`src/rtl/gcd_handshake.sv`:
```
module gcd_handshake #(
  parameter int W = 16
) (
  input  logic         clk,
  input  logic         rst,
  input  logic [W-1:0] op_a,
  input  logic [W-1:0] op_b,
  input  logic         op_valid,
  output logic         op_ready,
  output logic [W-1:0] gcd_data,
  output logic         gcd_valid,
  input  logic         gcd_ready
);

  typedef enum logic [1:0] {S_IDLE, S_CALC, S_DONE} state_t;

  state_t       state;
  logic [W-1:0] ra, rb;
  logic         need_swap, b_zero;

  assign b_zero    = (rb == '0);
  assign need_swap = (ra < rb);

  always_ff @(posedge clk or posedge rst) begin
    if (rst) begin
      state <= S_IDLE;
      ra    <= '0;
      rb    <= '0;
    end else begin
      case (state)
        S_IDLE: if (op_valid) begin
          ra    <= op_a;
          rb    <= op_b;
          state <= S_CALC;
        end
        S_CALC: begin
          if (need_swap) begin
            ra <= rb;
            rb <= ra;
          end else if (!b_zero) begin
            ra <= ra - rb;
          end else begin
            state <= S_DONE;
          end
        end
        S_DONE: if (gcd_ready) state <= S_IDLE;
        default: state <= S_IDLE;
      endcase
    end
  end

  assign op_ready  = (state == S_IDLE);
  assign gcd_valid = (state == S_DONE);
  assign gcd_data  = ra;

endmodule

```
`config.mk`:
```
export PLATFORM = sky130hd
export DESIGN_NAME = gcd_handshake
export DESIGN_NICKNAME = d
export VERILOG_FILES = /design/src/rtl/gcd_handshake.sv
export SDC_FILE = /design/constraint.sdc
export NUM_CORES = 1
export LEC_CHECK = 0
export ABC_CLOCK_PERIOD_IN_PS = 2600
export BUFFER_PORTS_ARGS = -buffer_cell sky130_fd_sc_hd__buf_2
export CORE_MARGIN = 3
export CORE_UTILIZATION = 50
export CTS_BUF_LIST = sky130_fd_sc_hd__clkbuf_4 sky130_fd_sc_hd__clkbuf_8 sky130_fd_sc_hd__clkbuf_16
export CTS_CLUSTER_SIZE = 14
export DETAILED_ROUTE_END_ITERATION = 7
export PLACE_DENSITY = 0.89
export REMOVE_ABC_BUFFERS = 1
export SETUP_SLACK_MARGIN = 0.05
export SLEW_MARGIN = 20
export SYNTH_ARGS = -nofsm -noshare
export SYNTH_HDL_FRONTEND = slang
export SYNTH_SLANG_ARGS = --single-unit
```
`constraint.sdc`:
```
create_clock -name clk -period 2.6 [get_ports clk]
set_input_delay 0.13 -clock clk [delete_from_list [all_inputs] [get_ports clk]]
set_output_delay 0.13 -clock clk [all_outputs]
set_load 0.03 [all_outputs]
```
**Word level (Yosys, flattened, before mapping)**

Cells that the tools add are included.
W data, S select, Z words.

- Logic and storage cells: 31
- Bits of input ports: 36
- Flip-flop bits (word level): 34
- Output and inout bits: 18

- Reductions and logical operators: 6
- $add $sub $neg: 1
- $lt $le $gt $ge: 1
- Muxes and demuxes: 12
- Eq/ne operators: 8

Operators with widths:

| operator | number |
|---|---|
| $mux W16 | 5 |
| $pmux W16 S2 | 2 |
| $logic_not A16 Y1 | 1 |
| $lt A16 B16 Y1 | 1 |
| $sub A16 B16 Y16 | 1 |
| $mux W2 | 4 |
| $ne A2 B2 Y1 const B | 4 |
| $pmux W2 S3 | 1 |
| $reduce_and A3 Y1 | 2 |
| $reduce_and A4 Y1 | 1 |
| $ne A3 B3 Y1 const B | 1 |
| $eq A2 B1 Y1 const B | 1 |
| $eq A2 B2 Y1 const B | 1 |
| $logic_not A2 Y1 | 1 |
| $ne A2 B1 Y1 const B | 1 |
| $reduce_bool A2 Y1 | 1 |

**Logic depth before layout (Yosys ltp)**

- Depth in word-level cells: 4
- Mapped depth: 13
- Mapped depth without buffers: 12

**Worst setup path before layout**

No wires, ideal clock.

- Path kind: register to register
- Start: register ra[0], in the netlist gcd_data[0]
- End: register rb[10]
- Arrival: 2.782 ns
- Path slack: -0.315 ns
- Cell stages (with the launch flop): 12
- Clock period less this slack: 2.915 ns
- Buffers on the path: 1
- Library setup time: 0.133 ns
- Data required time: 2.467 ns
- Path through: dfrtp_1 > inv_1 > ha_1 > fa_1 > nand2b_1 > a21oi_2 > o21ai_2 > a31oi_1 > a211o_1 > a2bb2oi_1 > clkbuf_1 > o21ai_0

- Cells in the longest elaborated chain, start to end: 3

RTL lines:

| item | line | source |
|---|---|---|
| start: declaration | 18 | `logic [W-1:0] ra, rb;` |
| start signal: assignment | 32 | `ra <= op_a;` |
| start signal: assignment | 38 | `ra <= rb;` |
| start signal: assignment | 41 | `ra <= ra - rb;` |
| $lt A16 B16 Y1 | 22 | `assign need_swap = (ra < rb);` |
| $ne A2 B2 Y1 (no source line) | - |  |
| $reduce_and A3 Y1 (no source line) | - |  |
| end signal: assignment | 33 | `rb <= op_b;` |
| end signal: assignment | 39 | `rb <= ra;` |
| end: declaration | 18 |  |

Every way passes these cells.
A chain may end at the register's enable or synchronous reset.

**Final worst setup path**

- Start: register ra[0], in the netlist gcd_data[0]
- End: register ra[12], in the netlist gcd_data[12]

- Cells in the longest elaborated chain, start to end: 4
- Elaborated cells between the ends (all ways): 7
- Classes of those cells: add/sub: 1; order compare: 1; eq/ne: 1; mux: 3; reduce/logical: 1

RTL lines:

| item | line | source |
|---|---|---|
| $sub A16 B16 Y16 | 41 |  |
| $mux W16 | 40 | `end else if (!b_zero) begin` |
| $mux W16 | 37 | `if (need_swap) begin` |
| $pmux W16 S2 | 30 | `case (state)` |

Several ways; a longest one is shown, not always the timed one. The select of a mux whose other input is x is not followed.

==> flow_summary.ini <==
[timing]
period_share_pct = 106
grt_setup_unrepaired = yes
slew-limit-headroom_pct = 36.8
setup_violations = 32
min_period_ns = 2.75
hold_viol = 0
worstMarginPinSlew_ns = 0.947
layout_setup_ws_ns = -0.152
fin_skew_ns = 0.00878
max_freq_mhz = 363
maxSlewViolCount = 0

[global_route]
grt.total_usage_pct = 24.9
grt_pass1_wl_um = 11900
antenna_found_initial = 0
first_global_vias = 2581
grt_max_degree = 35
grt_overflow = 0

[drt]
vias = 2728
drtIter0Drc = 229
ant_nets = 0
drt-total-wl_um = 8020
vias_per_cell = 5.89
drcViolationCount = 0
dr.pass1.iters = 5
post_drt_wl_per_cell_um = 17.3

[run]
cap_violations = 0

[yosys]
yosys-top-cells-area = dfrtp_1 34%, ha_1 7.9%, mux2i_1 7.9%
ys_seq_area_share_pct = 33.6
synth_common_cells = 39 x nand2_1, 34 x dfrtp_1, 32 x o21ai_0, 30 x nor2_1, 21 x inv_1
netlist-cell-type-count = 45
synth_top_area_share_pct = 33.6
synth-seq-cells = 34
ys_warn_count = 0
synthCells = 304
ys.flop_type = dfrtp_1
synth_async_sr_flop_share_pct = 100
syn_avg_cell_area_um2 = 8.34
synth_area_um2 = 2530
synth_edf_count = 0
synth_area_leader_cell = dfrtp_1
synth_most_common_cell = nand2_1

[placement]
preCtsSetupSlack_ns = -0.187
dp.final_hpwl_um = 5050
dpl-instance-area_um2 = 3030
dp_cells = 436
portBuffers = 53
place_congestion = 0.923

[clock_network]
cts.sinks = 34
cts-root-buf = clkbuf_8
clockBufferDepth = 2
numCtsBuffers = 5
clk_pin_slew_ns = 0.07
cts_tree = built
htreeDepth = 2
clock_latency_ns = 0.29

[cells_and_area]
final_nets = 449
multi_input_area_um2 = 1650
postLayoutCellArea_um2 = 3440
layout-drive-gt1-share_pct = 33.8
area_growth_pct = 35.8
antennaDiodeCount = 0
fill_cells = 347
stdcell_count = 463
regArea_um2 = 851

[run_status]
outcome = finished with violations
violations = negative setup slack

[hold_path]
hold_path.class = in -> reg

[floorplan]
die_y_um = 77.2
die_x_um = 77.2
dieArea_um2 = 5960
core-area_um2 = 4820
io-pin-count = 54
start_util_pct = 52.6
rows = 25

[setup_path]
worst_path_dominant_cell_family = compound AO/OA/AOI/OAI gates
path_cells = inv_2 -> ha_4 -> fa_2 -> nand2b_4 -> a21oi_4 -> o21ai_2 -> a31oi_2 -> a211o_1 -> buf_6 -> a311o_4 -> buf_6 -> a21oi_2 -> a21oi_1
path_max_fanout = 5
path_buf_inv = 3
cp_common_cell = buf_6
critPathKind = reg -> reg
critPathArrivalTime_ns = 2.93
critPathRequiredTime_ns = 2.78
slowest_delay_ns = 0.45
reg2reg_slack_ns = -0.15
startpoint_type = register
cpMaxStageDelayCell = a311o_4
critPathCaptureType = register
[worst register-to-register path, cell delays in order, from the launching register on]
cell and delay (ns):
dfrtp_1 0.40, inv_2 0.09, ha_4 0.14, fa_2 0.20
nand2b_4 0.14, a21oi_4 0.06, o21ai_2 0.19, a31oi_2 0.12
a211o_1 0.37, buf_6 0.14, a311o_4 0.45, buf_6 0.18
a21oi_2 0.10, a21oi_1 0.08
[sequential cells by signal (all words and copies together) (netlist names)]
register and flops:
state 2, gcd_data 16, rb 16
[cells by family after synthesis]
family,share of synthesized area [%]
AOI/OAI and AO/OA,23.8
and+or+nand+nor,16.2
buffers and inverters,5.92
DFF,33.6
muxes,8.34
adders and majority gates,8.69
xor gates and xnor gates,3.46
[cells in the final DEF, fill, tap and decap left out, drive strengths merged, types with 3 or more instances in the layout]
cell    instances
mux2i          20
nor2b           3
xor2            3
xnor2           7
nor2           30
dfrtp          34
nand2          39
a21oi          14
o211ai          6
clkbuf          6
o21a            5
a211oi          9
nor4            4
inv            22
nand2b          9
ha             16
o21ai          45
buf            96
o22ai           3
[stage by stage]
stage / util, % / TNS (ns) / hold slack [ns]
floorplan: - / -39.83 / 0.272
global placement: 62.9 / -0.0392 / 0.241
detailed placement: 62.9 / -3.27 / 0.255
CTS: 69.1 / -0.0548 / 0.104
global route: 71.5 / -6.34 / 0.132
finish: 71.5 / -3.31 / 0.107
[routing by layer]
layer	wire [um]	track usage, %	share of wire [%]	vias up
met5	0	0	0	-
met4	218	8.54	2.7	0
met3	581	5.28	7.2	23
met2	3910	43.1	49	145
met1	3300	30.5	41	1301
li1	-	-	-	1259
[what timing repair did]
item | 4_1_cts | 5_1_grt
cloned | 2 | 4
hold endpoints to repair | 34 | 0
resized for setup | 23 | 25
pin swaps | 12 | 11
setup endpoints to repair | 32 | 33
hold buffers | 1 | 0
setup buffers | 9 | 5
[worst paths after layout]
path                                  start           end  cells past startpoint
worst min-delay path                op_a[8]   gcd_data[8]                      3
min in group asynchronous               rst        rb[11]                      4
worst max register to register  gcd_data[0]  gcd_data[12]                     13
worst min register to register        rb[4]         rb[4]                      2
max in group asynchronous               rst         rb[7]                      4
worst max-delay path            gcd_data[0]  gcd_data[12]                     13
[final cells by class]
cell class | count | share of cell area [%]
clock buffers | 6 | 2.40
clock inverters | 1 | 0.872
inverters | 22 | 2.76
multi-input cells | 235 | 47.8
flip-flops and latches | 34 | 24.7
well taps | 67 | 2.44
repair buffers | 97 | 18.8
repair inverters | 1 | 0.254
Power is not shown: default switching activity piles up to over one toggle a cycle in this logic, so the estimate is an artifact.
